==> src/rtl/tmatch_pkg.sv <==
// Shared operation codes for the ternary match table.
// Assumes the management port carries a family bit plus a 2-bit code.
package tmatch_pkg;
    // Query family (mgmt_wr = 0)
    localparam logic [1:0] QRY_PLAIN     = 2'd0;
    localparam logic [1:0] QRY_CLEAR_ACT = 2'd1;
    // Write family (mgmt_wr = 1)
    localparam logic [1:0] WR_FULL       = 2'd0;
    localparam logic [1:0] WR_ACTION     = 2'd1;
    localparam logic [1:0] WR_CLEAR_ACT  = 2'd2;
endpackage

==> src/rtl/tmatch_entry.sv <==
// One table entry: stored key, care mask, action, valid and activity
// flags, plus the ternary compare against the search key.
// Assumes the update strobes are mutually exclusive, except for set_hit,
// which may coincide with any of them. The owner guarantees this.
module tmatch_entry #(
    parameter int KEY_W = 32,
    parameter int ACT_W = 16
) (
    input  logic             clk,
    input  logic             rst_n,
    input  logic             wr_full,
    input  logic             wr_act,
    input  logic             clr_act,
    input  logic             set_hit,
    input  logic [KEY_W-1:0] din_key,
    input  logic [KEY_W-1:0] din_mask,
    input  logic [ACT_W-1:0] din_act,
    input  logic             din_valid,
    input  logic [KEY_W-1:0] srch_key,
    output logic             match,
    output logic [KEY_W-1:0] q_key,
    output logic [KEY_W-1:0] q_mask,
    output logic [ACT_W-1:0] q_act,
    output logic             q_valid,
    output logic             q_active
);

    // Ternary compare: masked-off bits never cause a mismatch
    assign match = q_valid && (((srch_key ^ q_key) & q_mask) == '0);

    // Entry contents: a full write replaces everything, an update only the action
    always_ff @(posedge clk) begin
        if (!rst_n) begin
            q_key   <= '0;
            q_mask  <= '0;
            q_act   <= '0;
            q_valid <= 1'b0;
        end else if (wr_full) begin
            q_key   <= din_key;
            q_mask  <= din_mask;
            q_act   <= din_act;
            q_valid <= din_valid;
        end else if (wr_act) begin
            q_act   <= din_act;
        end
    end

    // Activity flag: a hit or a full write sets it and beats any clear
    always_ff @(posedge clk) begin
        if (!rst_n) q_active <= 1'b0;
        else        q_active <= set_hit | wr_full | (q_active & ~clr_act);
    end


    hit_sets_active_chk: assert property (@(posedge clk) disable iff (!rst_n)
        set_hit |=> q_active);


    full_write_chk: assert property (@(posedge clk) disable iff (!rst_n)
        wr_full |=> (q_active && q_valid == $past(din_valid) && q_act == $past(din_act)));


    action_only_chk: assert property (@(posedge clk) disable iff (!rst_n)
        wr_act |=> ($stable(q_key) && $stable(q_mask) && $stable(q_valid)));


    clear_active_chk: assert property (@(posedge clk) disable iff (!rst_n)
        (clr_act && !set_hit) |=> !q_active);


    hit_beats_clear_chk: assert property (@(posedge clk) disable iff (!rst_n)
        (clr_act && set_hit) |=> q_active);

endmodule

==> src/rtl/tmatch_prio.sv <==
// Lowest-index-first priority picker over the entry match vector.
// Assumes N >= 2 so that the index width is at least one bit.
module tmatch_prio #(
    parameter int N     = 16,
    parameter int IDX_W = $clog2(N)
) (
    input  logic [N-1:0]     match,
    output logic             any,
    output logic [IDX_W-1:0] idx,
    output logic [N-1:0]     grant
);

    // Scan from the top down so the lowest matching index is the last one kept
    always_comb begin
        any   = |match;
        idx   = '0;
        grant = '0;
        for (int i = N - 1; i >= 0; i--) begin
            if (match[i]) begin
                idx      = IDX_W'(i);
                grant    = '0;
                grant[i] = 1'b1;
            end
        end
    end

endmodule

==> src/rtl/tmatch_table.sv <==
// Ternary match table top.
// Holds DEPTH entries, runs a registered one-cycle lookup with
// lowest-index priority and handles one management operation per cycle.
// Assumes DEPTH >= 2. A lookup compares against the contents present
// before the clock edge at which it is sampled.
module tmatch_table
    import tmatch_pkg::*;
#(
    parameter int DEPTH = 16,
    parameter int KEY_W = 32,
    parameter int ACT_W = 16,
    parameter int OFF_W = 16,
    localparam int IDX_W = $clog2(DEPTH)
) (
    input  logic             clk,
    input  logic             rst_n,
    input  logic             srch_vld,
    input  logic [KEY_W-1:0] srch_key,
    output logic             res_vld,
    output logic             res_hit,
    output logic [IDX_W-1:0] res_idx,
    output logic [ACT_W-1:0] res_act,
    input  logic             mgmt_vld,
    input  logic             mgmt_wr,
    input  logic [1:0]       mgmt_op,
    input  logic [OFF_W-1:0] mgmt_off,
    input  logic [KEY_W-1:0] mgmt_key,
    input  logic [KEY_W-1:0] mgmt_mask,
    input  logic [ACT_W-1:0] mgmt_act,
    input  logic             mgmt_valid,
    output logic             rd_vld,
    output logic [KEY_W-1:0] rd_key,
    output logic [KEY_W-1:0] rd_mask,
    output logic [ACT_W-1:0] rd_act,
    output logic             rd_valid,
    output logic             rd_active,
    output logic             mgmt_err
);

    localparam logic [OFF_W:0] DEPTH_LIM = (OFF_W + 1)'(DEPTH);

    logic                        in_range;
    logic                        accept;
    logic [IDX_W-1:0]            sel_idx;
    logic [DEPTH-1:0]            match_v;
    logic [DEPTH-1:0]            grant;
    logic                        any_hit;
    logic [IDX_W-1:0]            win_idx;
    logic [DEPTH-1:0][KEY_W-1:0] e_key;
    logic [DEPTH-1:0][KEY_W-1:0] e_mask;
    logic [DEPTH-1:0][ACT_W-1:0] e_act;
    logic [DEPTH-1:0]            e_valid;
    logic [DEPTH-1:0]            e_active;
    logic [ACT_W-1:0]            win_act;
    logic [KEY_W-1:0]            sel_key;
    logic [KEY_W-1:0]            sel_mask;
    logic [ACT_W-1:0]            sel_act;
    logic                        sel_valid;
    logic                        sel_active;

    // Offset range check and entry select
    assign in_range = {1'b0, mgmt_off} < DEPTH_LIM;
    assign accept   = mgmt_vld && in_range;
    assign sel_idx  = mgmt_off[IDX_W-1:0];

    // Per-entry decode and storage
    for (genvar g = 0; g < DEPTH; g++) begin : g_entry
        logic here;
        logic wr_full;
        logic wr_act;
        logic clr_act;

        assign here    = accept && (sel_idx == IDX_W'(g));
        assign wr_full = here && mgmt_wr && (mgmt_op == WR_FULL);
        assign wr_act  = here && mgmt_wr && (mgmt_op == WR_ACTION);
        assign clr_act = here && (mgmt_wr ? (mgmt_op == WR_CLEAR_ACT)
                                          : (mgmt_op == QRY_CLEAR_ACT));

        tmatch_entry #(.KEY_W(KEY_W), .ACT_W(ACT_W)) u_entry (
            .clk      (clk),
            .rst_n    (rst_n),
            .wr_full  (wr_full),
            .wr_act   (wr_act),
            .clr_act  (clr_act),
            .set_hit  (srch_vld && grant[g]),
            .din_key  (mgmt_key),
            .din_mask (mgmt_mask),
            .din_act  (mgmt_act),
            .din_valid(mgmt_valid),
            .srch_key (srch_key),
            .match    (match_v[g]),
            .q_key    (e_key[g]),
            .q_mask   (e_mask[g]),
            .q_act    (e_act[g]),
            .q_valid  (e_valid[g]),
            .q_active (e_active[g])
        );
    end

    tmatch_prio #(.N(DEPTH), .IDX_W(IDX_W)) u_prio (
        .match(match_v),
        .any  (any_hit),
        .idx  (win_idx),
        .grant(grant)
    );

    // AND-OR select of the winning action
    always_comb begin
        win_act = '0;
        for (int i = 0; i < DEPTH; i++) begin
            if (grant[i]) win_act = win_act | e_act[i];
        end
    end

    // Management read mux by offset
    always_comb begin
        sel_key    = '0;
        sel_mask   = '0;
        sel_act    = '0;
        sel_valid  = 1'b0;
        sel_active = 1'b0;
        for (int i = 0; i < DEPTH; i++) begin
            if (sel_idx == IDX_W'(i)) begin
                sel_key    = e_key[i];
                sel_mask   = e_mask[i];
                sel_act    = e_act[i];
                sel_valid  = e_valid[i];
                sel_active = e_active[i];
            end
        end
    end

    // Registered lookup result, zeroed on a miss
    always_ff @(posedge clk) begin
        if (!rst_n) begin
            res_vld <= 1'b0;
            res_hit <= 1'b0;
            res_idx <= '0;
            res_act <= '0;
        end else begin
            res_vld <= srch_vld;
            res_hit <= srch_vld && any_hit;
            res_idx <= (srch_vld && any_hit) ? win_idx : '0;
            res_act <= (srch_vld && any_hit) ? win_act : '0;
        end
    end

    // Registered query data and range error pulse
    always_ff @(posedge clk) begin
        if (!rst_n) begin
            rd_vld    <= 1'b0;
            rd_key    <= '0;
            rd_mask   <= '0;
            rd_act    <= '0;
            rd_valid  <= 1'b0;
            rd_active <= 1'b0;
            mgmt_err  <= 1'b0;
        end else begin
            rd_vld   <= accept && !mgmt_wr;
            mgmt_err <= mgmt_vld && !in_range;
            if (accept && !mgmt_wr) begin
                rd_key    <= sel_key;
                rd_mask   <= sel_mask;
                rd_act    <= sel_act;
                rd_valid  <= sel_valid;
                rd_active <= sel_active;
            end
        end
    end


    single_winner_chk: assert property (@(posedge clk) disable iff (!rst_n)
        $onehot0(grant) && (any_hit == (grant != '0)));


    hit_has_valid_chk: assert property (@(posedge clk) disable iff (!rst_n)
        res_hit |-> res_vld);


    err_no_read_chk: assert property (@(posedge clk) disable iff (!rst_n)
        mgmt_err |-> !rd_vld);


    miss_zero_chk: assert property (@(posedge clk) disable iff (!rst_n)
        !res_hit |-> (res_idx == '0 && res_act == '0));

endmodule

==> config.mk <==
export PLATFORM = sky130hd
export DESIGN_NAME = tmatch_table
export DESIGN_NICKNAME = d
export VERILOG_FILES = /design/src/rtl/tmatch_pkg.sv /design/src/rtl/tmatch_entry.sv /design/src/rtl/tmatch_prio.sv /design/src/rtl/tmatch_table.sv
export SDC_FILE = /design/constraint.sdc
export NUM_CORES = 2
export LEC_CHECK = 0
export BUFFER_PORTS_ARGS = -buffer_cell sky130_fd_sc_hd__buf_2
export CORE_ASPECT_RATIO = 1.25
export CORE_MARGIN = 4
export CORE_UTILIZATION = 34
export DETAILED_ROUTE_END_ITERATION = 10
export PLACE_DENSITY_LB_ADDON = 0.08
export SLEW_MARGIN = 20
export SYNTH_ARGS = -nofsm -noshare
export SYNTH_HDL_FRONTEND = slang
export SYNTH_SLANG_ARGS = --single-unit
==> constraint.sdc <==
create_clock -name clk -period 6.52 [get_ports clk]
set_clock_uncertainty 0.05 [all_clocks]
set_input_delay 0.326 -clock clk [delete_from_list [all_inputs] [get_ports clk]]
set_output_delay 0.326 -clock clk [all_outputs]
set_load 0.01 [all_outputs]
==> impl_results.md <==
- Status: finished, violations left
- Failing checks: slew limit
- Critical path arrival: 5630 ps
- Power Dens Cells: 256 nW/µm²
- Post-Syn Nets: 9176
- Crit end category: register
- IO buf count: 241
- Antenna viol nets, final: 0
- Vias in the first global route: 64800
- EDFF count, synth: 0
- CP max FO: 17
- Post-CTS Setup Bufs: 0
- Die footprint: 208000 µm²
- Inst Count DP: 11200
- Mean Syn Cell Area: 7.55 µm²
- Maxcap violations: 0
- Routability cong.: 0.989
- Peak VDD IR: 0.292 mV
- Die Ht: 509 µm
- Clk buf depth: 3
- Yosys warns: 0
- Largest net degree at the start of global routing: 198
- DRC Markers: 0
- Inserted Clock Buffers: 162
- Min Tclk post-route: 4930 ps
- Hold Crit Class: in2reg
- Multi-input logic area: 36500 µm²
- Fin cells: 11600
- Cells after Synth: 9040
- First-pass GRT wire length: 557 mm
- Total Wirelength: 412 mm
- Clock slew at reported path FFs: 60 ps
- Synth unique cells: 75
- Sequential Area: 28400 µm²
- Clock Root Buffer: clkbuf_16
- Post-CTS sizing: 0
- Endpoints failing setup: 0
- Critical Path RT: 7230 ps
- Final Hold Fails: 0
- Total grt overflow: 0
- Ys async rst share: 0
- Worst skew pair latency: 860 ps
- IO Count: 242
- Post-Syn Area: 68200 µm²
- Starting Density: 0.343
- Slowest cell delay on critical path: 1030 ps
- Drt via density: 6.22
- DP HPWL: 291 mm
- Net count, final: 8968
- Fin crit share: 0.755
- CTS tree: built
- Vias post-DR: 71900
- Slew at the pin with the worst max-slew slack: 1600 ps
- Layout cells sized above 1: 0.0949
- Hold Buf Count CTS: 73
- Clock sinks: 1418
- RSZ-0062 raised after global routing: no
- Sequential area share after synthesis: 0.416
- Die Wd: 409 µm
- Drt first pass iters: 9
- Std cell rows: 183
- Slew HR: -0.0635
- Slowest CP cell: nor4b_4
- Fmax: 203 MHz
- Number of DRC markers in iteration 0: 11400
- Fill count: 20700
- Max-slew violations: 94
- Core box area: 199000 µm²
- Critical path, cell by cell: xor2_1, a22o_1, a221oi_1, and3_1, nand2_1, nand4_1, or3_1, nor4b_4, a22oi_1, a31oi_1
- Area grow syn2layout: 13.5%
- Leakage: 27.0 nW
- Ys flop type: dfxtp_1
- Post-route setup TNS: 0 ps
- Initial antenna violation count: 22
- Wirelength per Cell: 35.7 µm
- Crit Path Class: reg2reg
- Crit start category: register
- H-Tree Depth: 4
- GRT Total Usage: 0.379
- Synthesis-stage register bit count: 1418
sequential cells by signal, indices dropped and copies added, names as in the netlist, 4 cells and up:
signal,count
rd_mask,32
g_entry.u_entry.q_key,512
res_idx,4
rd_act,16
g_entry.u_entry.q_act,256
res_act,16
g_entry.u_entry.q_mask,512
g_entry.u_entry.q_active,16
rd_key,32
g_entry.u_entry.q_valid,16
synth_stat cells (8+ instances only):
master        n  area (µm²)
a222oi_1     75         751
a221o_1       8        80.1
inv_1        31         116
o311ai_0     12         105
a22oi_1     319        2390
a31oi_1      62         388
buf_1        68         255
mux4_2       33         743
nor2b_1      23         144
mux2i_1     130        1300
o21a_1       14         105
nor4_1       13        81.3
a311oi_1     18         158
nor2_1      267        1000
nand2_1    2718       10200
o21ai_0     335        1680
a22o_1       57         499
o211ai_1     12        90.1
buf_2        40         200
a211oi_1     16         120
or3_1        27         169
nand3_1      87         435
nor3_1       47         235
dfxtp_1    1418       28400
o22ai_1      53         332
nand4_1      82         513
and4_1       10        87.6
clkbuf_1    707        2650
o221ai_1     53         464
a21oi_1    1509        7550
buf_4        56         420
a221oi_1     85         744
and3_1       13        81.3
o2bb2ai_1    14         123
xor2_1      511        4480
mux2_2       31         349
final timing paths:
check / start / end / slack [ps] / depth (start not counted)
worst min-delay path: mgmt_key[13] / g_entry[14].u_entry.q_key[13]$_SDFFE_PN0P_ / 40 / 3
worst min register to register: rd_key[14]$_SDFFE_PN0P_ / rd_key[14]$_SDFFE_PN0P_ / 400 / 2
worst max register to register: g_entry[2].u_entry.q_key[20]$_SDFFE_PN0P_ / res_act[1]$_SDFF_PN0_ / 1590 / 10
worst max-delay path: g_entry[2].u_entry.q_key[20]$_SDFFE_PN0P_ / res_act[1]$_SDFF_PN0_ / 1590 / 10
layout make-up:
cell class                      count  share of cell area
Tap cell                         2590              0.0418
Sequential cell                  1418               0.366
Clock inverter                     48             0.00799
Timing Repair Buffer              506              0.0478
Antenna cell                       11            0.000355
Multi-Input combinational cell   6710               0.471
Clock buffer                      242              0.0626
Inverter                           34             0.00178
metal layers:
| metal | vias to the layer above | wire, µm | global-route usage |
|---|---|---|---|
| met3 | 968 | 41500 | 0.0776 |
| met2 | 4874 | 176000 | 0.568 |
| met4 | 10 | 30700 | 0.235 |
| li1 | 30700 | - | - |
| met1 | 35400 | 164000 | 0.498 |
| met5 | - | 96 | 0 |
critical path, delay by kind of cell, from the launching register on:
kind | cells | cell delay [ps]
AO/OA/AOI/OAI | 4 | 790
flip-flops | 1 | 360
AND/OR/NAND/NOR | 5 | 3310
XOR/XNOR | 1 | 310
kinds of logic (layout without fill, tap and decap cells):
logic type	count (synthesis)	after routing	synth area share
buffers and inverters	912	830	0.0547
muxes	194	194	0.0351
xor gates and xnor gates	512	512	0.0658
AOI/OAI and AO/OA	2682	2682	0.234
and+or+nand+nor	3322	3322	0.195
other	0	11	0
DFF	1418	1418	0.416
stage by stage:
stage / setup slack [ps] / hold slack (ps) / util / total power (W) / cell area, µm²
after detailed placement: 1270 / 395 / 0.357 / 0.0102 / 71200
after floorplan: 3610 / 386 / - / 0.00951 / 68200
after global routing: 1550 / 28.9 / 0.389 / 0.0202 / 77500
after CTS: 1730 / 7.78 / 0.389 / 0.0198 / 77400
final: 1590 / 40.1 / 0.389 / 0.0198 / 77500
after global placement: 1420 / 390 / 0.357 / 0.0102 / 71200
report_power, final:
part / switching [W] / leakage [nW] / total (W) / internal (W)
sequential: 0.000000215 / 11.4 / 0.00866 / 0.00866
combinational: 0.00121 / 12.9 / 0.00148 / 0.000271
clock: 0.00409 / 2.69 / 0.00967 / 0.00557
total: 0.00530 / 27.0 / 0.0198 / 0.0145
layout by cell type, fill, tap and decap left out, drive strengths merged, types with 11 or more instances in the layout:
cell type,n
a211oi,16
a21oi,1509
a221oi,85
a222oi,75
a22o,58
a22oi,320
a311oi,18
a31oi,62
and3,13
buf,431
bufinv,11
clkbuf,244
clkinv,30
dfxtp,1418
diode,11
dlygate4sd3,73
inv,38
mux2,31
mux2i,130
mux4,33
nand2,2718
nand3,87
nand4,83
nor2,267
nor2b,23
nor3,48
nor4,15
o211ai,12
o21a,14
o21ai,336
o221ai,53
o22ai,53
o2bb2ai,14
o311ai,12
or3,27
xor2,512
No activity file was read; power rests on OpenSTA's default activity.
